===== config.mk =====
export PLATFORM = sky130hd
export DESIGN_NAME = saLinkPort
export DESIGN_NICKNAME = d
export VERILOG_FILES = /design/src/rtl/saLinkPkg.sv /design/src/rtl/saCellCtrl.sv /design/src/rtl/saMaskLatch.sv /design/src/rtl/saLinkDatapath.sv /design/src/rtl/saLinkPort.sv
export SDC_FILE = /design/constraint.sdc
export NUM_CORES = 1
export LEC_CHECK = 0
export BUFFER_PORTS_ARGS = -buffer_cell sky130_fd_sc_hd__buf_2
export CAP_MARGIN = 20
export CORE_MARGIN = 2
export CORE_UTILIZATION = 46
export DETAILED_ROUTE_END_ITERATION = 7
export PLACE_DENSITY = 0.93
export SETUP_SLACK_MARGIN = 0.1
export SYNTH_ARGS = -nofsm -noshare
export SYNTH_HDL_FRONTEND = slang
export SYNTH_SLANG_ARGS = --single-unit

===== constraint.sdc =====
create_clock -name clk -period 3.7 [get_ports clk]
set_clock_uncertainty 0.1 [all_clocks]
set_input_delay 0.37 -clock clk [delete_from_list [all_inputs] [get_ports clk]]
set_output_delay 0.37 -clock clk [all_outputs]
set_load 0.02 [all_outputs]

===== src/rtl/saLinkPkg.sv =====
package saLinkPkg;
  localparam int SA_COUNT = 5;
  localparam int SLOT_W   = 5;
  localparam int BIT_W    = 3;

  typedef struct packed {
    logic             frameStart;
    logic             saCell;
    logic [BIT_W-1:0] saIdx;
  } cellCtrlT;
endpackage


===== src/rtl/saCellCtrl.sv =====
module saCellCtrl
  import saLinkPkg::*;
#(
  parameter int LINK_SLOT = 0
) (
  input  logic [SLOT_W-1:0] slot,
  input  logic [BIT_W-1:0]  bitNum,
  input  logic              nfas,
  output cellCtrlT          ctl
);
  localparam logic [SLOT_W-1:0] LinkSlot  = SLOT_W'(LINK_SLOT);
  localparam logic [BIT_W-1:0]  FirstBit  = '1;
  localparam logic [BIT_W-1:0]  SaLimit   = BIT_W'(SA_COUNT);

  logic inLinkSlot;

  always_comb begin
    inLinkSlot     = (slot == LinkSlot) && nfas;
    ctl.frameStart = inLinkSlot && (bitNum == FirstBit);
    ctl.saCell     = inLinkSlot && (bitNum < SaLimit);
    ctl.saIdx      = bitNum;
  end
endmodule


===== src/rtl/saMaskLatch.sv =====
module saMaskLatch
  import saLinkPkg::*;
(
  input  logic                clk,
  input  logic                rstN,
  input  cellCtrlT            ctl,
  input  logic [SA_COUNT-1:0] maskIn,
  output logic                selected
);
  logic [SA_COUNT-1:0] activeMask;
  logic [SA_COUNT-1:0] shifted;

  always_ff @(posedge clk) begin
    if (!rstN) begin
      activeMask <= '0;
    end else if (ctl.frameStart) begin
      activeMask <= maskIn;
    end
  end

  always_comb begin
    shifted  = activeMask >> ctl.saIdx;
    selected = ctl.saCell && shifted[0];
  end
endmodule


===== src/rtl/saLinkDatapath.sv =====
module saLinkDatapath
  import saLinkPkg::*;
(
  input  logic                clk,
  input  logic                rstN,
  input  logic [SA_COUNT-1:0] dlMask,
  input  cellCtrlT            txCtl,
  input  cellCtrlT            rxCtl,
  input  logic                txDataIn,
  input  logic [SA_COUNT-1:0] txDefaultSa,
  input  logic                txLinkData,
  input  logic                rxDataIn,
  output logic                txStrobe,
  output logic                txDataOut,
  output logic                rxStrobe,
  output logic                rxDataOut
);
  logic                txSel;
  logic                rxSel;
  logic [SA_COUNT-1:0] defShift;
  logic                txNext;

  saMaskLatch u_txMask (
    .clk(clk), .rstN(rstN), .ctl(txCtl), .maskIn(dlMask), .selected(txSel)
  );

  saMaskLatch u_rxMask (
    .clk(clk), .rstN(rstN), .ctl(rxCtl), .maskIn(dlMask), .selected(rxSel)
  );

  always_comb begin
    defShift = txDefaultSa >> txCtl.saIdx;
    if (txSel) begin
      txNext = txLinkData;
    end else if (txCtl.saCell) begin
      txNext = defShift[0];
    end else begin
      txNext = txDataIn;
    end
  end

  always_ff @(posedge clk) begin
    if (!rstN) begin
      txStrobe  <= 1'b0;
      txDataOut <= 1'b0;
      rxStrobe  <= 1'b0;
      rxDataOut <= 1'b0;
    end else begin
      txStrobe  <= txSel;
      txDataOut <= txNext;
      rxStrobe  <= rxSel;
      rxDataOut <= rxDataIn;
    end
  end
endmodule


===== src/rtl/saLinkPort.sv =====
module saLinkPort
  import saLinkPkg::*;
#(
  parameter int LINK_SLOT = 0
) (
  input  logic                clk,
  input  logic                rstN,
  input  logic [SA_COUNT-1:0] dlMask,
  input  logic [SLOT_W-1:0]   txSlot,
  input  logic [BIT_W-1:0]    txBit,
  input  logic                txNfas,
  input  logic                txDataIn,
  input  logic [SA_COUNT-1:0] txDefaultSa,
  input  logic                txLinkData,
  output logic                txStrobe,
  output logic                txDataOut,
  input  logic [SLOT_W-1:0]   rxSlot,
  input  logic [BIT_W-1:0]    rxBit,
  input  logic                rxNfas,
  input  logic                rxDataIn,
  output logic                rxStrobe,
  output logic                rxDataOut
);
  cellCtrlT txCtl;
  cellCtrlT rxCtl;

  saCellCtrl #(.LINK_SLOT(LINK_SLOT)) u_txCtrl (
    .slot(txSlot), .bitNum(txBit), .nfas(txNfas), .ctl(txCtl)
  );

  saCellCtrl #(.LINK_SLOT(LINK_SLOT)) u_rxCtrl (
    .slot(rxSlot), .bitNum(rxBit), .nfas(rxNfas), .ctl(rxCtl)
  );

  saLinkDatapath u_dp (
    .clk(clk), .rstN(rstN), .dlMask(dlMask),
    .txCtl(txCtl), .rxCtl(rxCtl),
    .txDataIn(txDataIn), .txDefaultSa(txDefaultSa), .txLinkData(txLinkData),
    .rxDataIn(rxDataIn),
    .txStrobe(txStrobe), .txDataOut(txDataOut),
    .rxStrobe(rxStrobe), .rxDataOut(rxDataOut)
  );
endmodule


==> metrics.txt <==
# TYPE chip_impl_metric gauge
chip_impl_metric{name="netlist_instances",unit=""} 70
chip_impl_metric{name="grt_pass1_wl",unit="um"} 2530
chip_impl_metric{name="die-area",unit="um^2"} 1840
chip_impl_metric{name="yosys_register_bits",unit=""} 14
chip_impl_metric{name="layout_min_cycle_time",unit="ns"} 1.65
chip_impl_metric{name="maxSlewHeadroom",unit="%"} 73.9
chip_impl_metric{name="route.detailed.vias_per_inst",unit=""} 5.25
chip_impl_info{name="root_buffer",value="sky130_fd_sc_hd__clkbuf_4"} 1
chip_impl_metric{name="post-route-period-util",unit="%"} 44.7
chip_impl_metric{name="dp_cells",unit=""} 120
chip_impl_metric{name="core.rowCount",unit=""} 14
chip_impl_metric{name="floorplan.io_pins",unit=""} 37
chip_impl_metric{name="worst_path_largest_cell_delay",unit="ns"} 0.58
chip_impl_metric{name="place.gp.congestion",unit=""} 0.765
chip_impl_metric{name="hpwl",unit="um"} 1250
chip_impl_metric{name="critPathBufInv",unit=""} 1
chip_impl_info{name="tritoncts",value="yes"} 1
chip_impl_metric{name="clk_transition_reported_paths",unit="ns"} 0.08
chip_impl_metric{name="timing_max_transition_violations_final",unit=""} 0
chip_impl_metric{name="cts.hold.buffers_added",unit=""} 0
chip_impl_metric{name="drt-initial-drc-count",unit=""} 6
chip_impl_metric{name="hold_viol_final",unit=""} 0
chip_impl_metric{name="max_clock_freq",unit="MHz"} 605
chip_impl_metric{name="routed-via-count",unit=""} 646
chip_impl_metric{name="power_density_of_the_placed_cells",unit="nW/um^2"} 302
chip_impl_metric{name="netlist.area_leader.share",unit="%"} 40.3
chip_impl_metric{name="worstMarginPinSlew",unit="ns"} 0.391
chip_impl_metric{name="worst_skew_pair.late_latency",unit="ns"} 0.27
chip_impl_metric{name="cts_num_sinks",unit=""} 14
chip_impl_info{name="worst_hold_path_type",value="in2reg"} 1
chip_impl_metric{name="share_of_the_core_filled_with_cells_in_the_final_layout",unit="%"} 62.6
chip_impl_metric{name="grt_start_max_net_pins",unit=""} 14
chip_impl_info{name="status",value="finished clean"} 1
chip_impl_metric{name="post_cts_buffers",unit=""} 0
chip_impl_metric{name="synth_fp_nets",unit=""} 103
chip_impl_info{name="crit_path_end_kind",value="register"} 1
chip_impl_metric{name="dieWidth",unit="um"} 42.9
chip_impl_metric{name="final_setup_vio_count",unit=""} 0
chip_impl_info{name="top_area_cells_in_the_synthesized_netlist",value="sky130_fd_sc_hd__dfxtp_1, sky130_fd_sc_hd__mux2i_1, sky130_fd_sc_hd__mux4_2"} 1
chip_impl_info{name="post-synth-top-area-cell",value="sky130_fd_sc_hd__dfxtp_1"} 1
chip_impl_metric{name="drtPass1Iterations",unit=""} 4
chip_impl_metric{name="hold_ws",unit="ns"} 0.197
chip_impl_metric{name="ir_worst_vdd",unit="mV"} 0.182
chip_impl_metric{name="grt_pass1_vias",unit=""} 609
chip_impl_metric{name="finalPower",unit="uW"} 275
chip_impl_metric{name="start_util",unit="%"} 47.8
chip_impl_metric{name="synth.yosys.seq_area_share",unit="%"} 40.3
chip_impl_metric{name="n_antenna_cell",unit=""} 0
chip_impl_info{name="worst_setup_path_start_kind",value="input port"} 1
chip_impl_metric{name="synth_cell_types",unit=""} 26
chip_impl_metric{name="tritoncts.num_buffers",unit=""} 3
chip_impl_metric{name="mappedNetlistArea",unit="um^2"} 696
chip_impl_metric{name="antenna_left",unit=""} 0
chip_impl_metric{name="die-height",unit="um"} 42.9
chip_impl_metric{name="placeableCoreArea",unit="um^2"} 1450
chip_impl_metric{name="wirelength",unit="um"} 1510
chip_impl_metric{name="grt_antenna_before_repair",unit=""} 0
chip_impl_metric{name="ys.warnings.count",unit=""} 0
chip_impl_metric{name="worst_ep_arrival_time",unit="ns"} 1.71
chip_impl_metric{name="routed_wire_length_per_instance",unit="um"} 12.3
chip_impl_info{name="cp_cell_sequence",value="buf_2 -> or4b_1 -> nor3_4 -> mux2i_1 -> nor2_1"} 1
chip_impl_metric{name="post_route_cells_drive_above_1_share",unit="%"} 42.1
chip_impl_metric{name="fillCellCount",unit=""} 139
chip_impl_metric{name="grt.total_usage",unit="%"} 18.4
chip_impl_metric{name="overflow",unit=""} 0
chip_impl_info{name="grt_setup_unrepaired",value="false"} 1
chip_impl_metric{name="clock_tree.htree_level_count",unit=""} 1
chip_impl_metric{name="flow.area_growth_from_synthesis",unit="%"} 30.8
chip_impl_metric{name="syn_area_per_cell",unit="um^2"} 9.94
chip_impl_metric{name="data_required_time_of_the_worst_path",unit="ns"} 3.76
chip_impl_metric{name="drv.max_cap_violation_count",unit=""} 0
chip_impl_metric{name="finish.cell_count_without_fillers",unit=""} 123
chip_impl_metric{name="final.setup.tns",unit="ns"} 0
chip_impl_metric{name="fin_nets",unit=""} 142
chip_impl_info{name="critical-path-slowest-cell",value="sky130_fd_sc_hd__or4b_1"} 1
chip_impl_metric{name="count_of_buffers_from_port_buffering",unit=""} 36
chip_impl_info{name="worst_setup_path_type",value="in2reg"} 1
chip_impl_metric{name="cts_resized",unit=""} 0
chip_impl_metric{name="timing.critical_path.fanout_max",unit=""} 5
chip_impl_metric{name="maximum_root_to_sink_buffer_count",unit=""} 2
chip_impl_info{name="top_family_by_delay_on_critical_path",value="simple AND/OR/NAND/NOR gates"} 1
chip_impl_metric{name="p_leak",unit="nW"} 0.399
chip_impl_metric{name="drcViolationCount",unit=""} 0
==> worst register-to-register path: stages, from the launching register on <==
cell and delay (ns):
sky130_fd_sc_hd__dfxtp_1 0.31, sky130_fd_sc_hd__mux4_2 0.47, sky130_fd_sc_hd__a21oi_1 0.29, sky130_fd_sc_hd__or3_1 0.16, sky130_fd_sc_hd__nand3_1 0.06
==> cell usage after synthesis (all sizes together) <==
cell / instances
nor4b: 1
o21a: 1
nand2: 1
a31oi: 2
or3: 1
nor3: 4
a21oi: 2
buf: 1
and2: 1
nor2b: 1
inv: 2
or4: 1
nor4bb: 1
nor2: 12
nor4: 1
nand2b: 1
or4b: 1
or2: 2
mux4: 2
mux2i: 12
o2111ai: 1
clkbuf: 1
nand3: 4
dfxtp: 14
==> routing by layer <==
layer / global-route usage [%] / share of wire (%)
met1: 20.1 / 39
met3: 6.81 / 4.9
met5: 0 / 0
met4: 1.88 / 0
met2: 34.2 / 56
==> layout make-up <==
class	instances	area (um^2)	share of cell area [%]
clock buffers	3	22.5	2.48
inverters	2	7.51	0.825
multi-input cells	52	399	43.9
flip-flops and latches	14	280	30.8
well taps	16	20.0	2.20
repair buffers	36	180	19.8
==> kinds of logic after synthesis <==
| family | share of synthesized area, % |
|---|---|
| buffers and inverters | 2.34 |
| AOI/OAI and AO/OA | 5.58 |
| muxes | 23.7 |
| DFF | 40.3 |
| and+or+nand+nor | 28.1 |
==> flip-flops by register name (all words and copies together), names as in the netlist <==
name and cells:
u_dp.rxDataOut 1, u_dp.rxStrobe 1, u_dp.u_txMask.activeMask 5, u_dp.txDataOut 1, u_dp.u_rxMask.activeMask 5, u_dp.txStrobe 1
==> per-stage QoR <==
step	instance area (um^2)	worst slack [ns]
finish	910	2.05
global route	910	1.95
CTS	910	2.04
detailed placement	887	1.77
global placement	887	1.81
floorplan	696	1.95
==> final timing paths <==
check                              startpoint                           to  slack, ns  depth (start not counted)
hold reg to reg   u_dp.u_txMask.activeMask[0]  u_dp.u_txMask.activeMask[0]       0.40                          2
hold / removal                       rxDataIn               u_dp.rxDataOut       0.20                          2
setup / recovery                    rxSlot[3]  u_dp.u_rxMask.activeMask[0]       2.05                          5
setup reg to reg  u_dp.u_txMask.activeMask[3]               u_dp.txDataOut       2.21                          4
==> report_power, final <==
part,internal [mW],switching [mW]
clock network,0.0377,0.0453
logic,0.0198,0.0195
registers,0.152,0.000318
==> layout by cell type, fill, tap and decap left out, types with 2 or more instances in the layout <==
master,synthesis,layout
sky130_fd_sc_hd__mux4_2,2,2
sky130_fd_sc_hd__nor3_1,2,2
sky130_fd_sc_hd__nor2_1,12,12
sky130_fd_sc_hd__nand3_1,4,4
sky130_fd_sc_hd__dfxtp_1,14,14
sky130_fd_sc_hd__buf_2,1,36
sky130_fd_sc_hd__inv_1,2,2
sky130_fd_sc_hd__mux2i_1,12,12
sky130_fd_sc_hd__nor3_4,2,2
sky130_fd_sc_hd__a21oi_1,2,2
sky130_fd_sc_hd__a31oi_1,2,2
sky130_fd_sc_hd__clkbuf_4,0,3
Note: power is estimated with default switching activity, not from simulation.
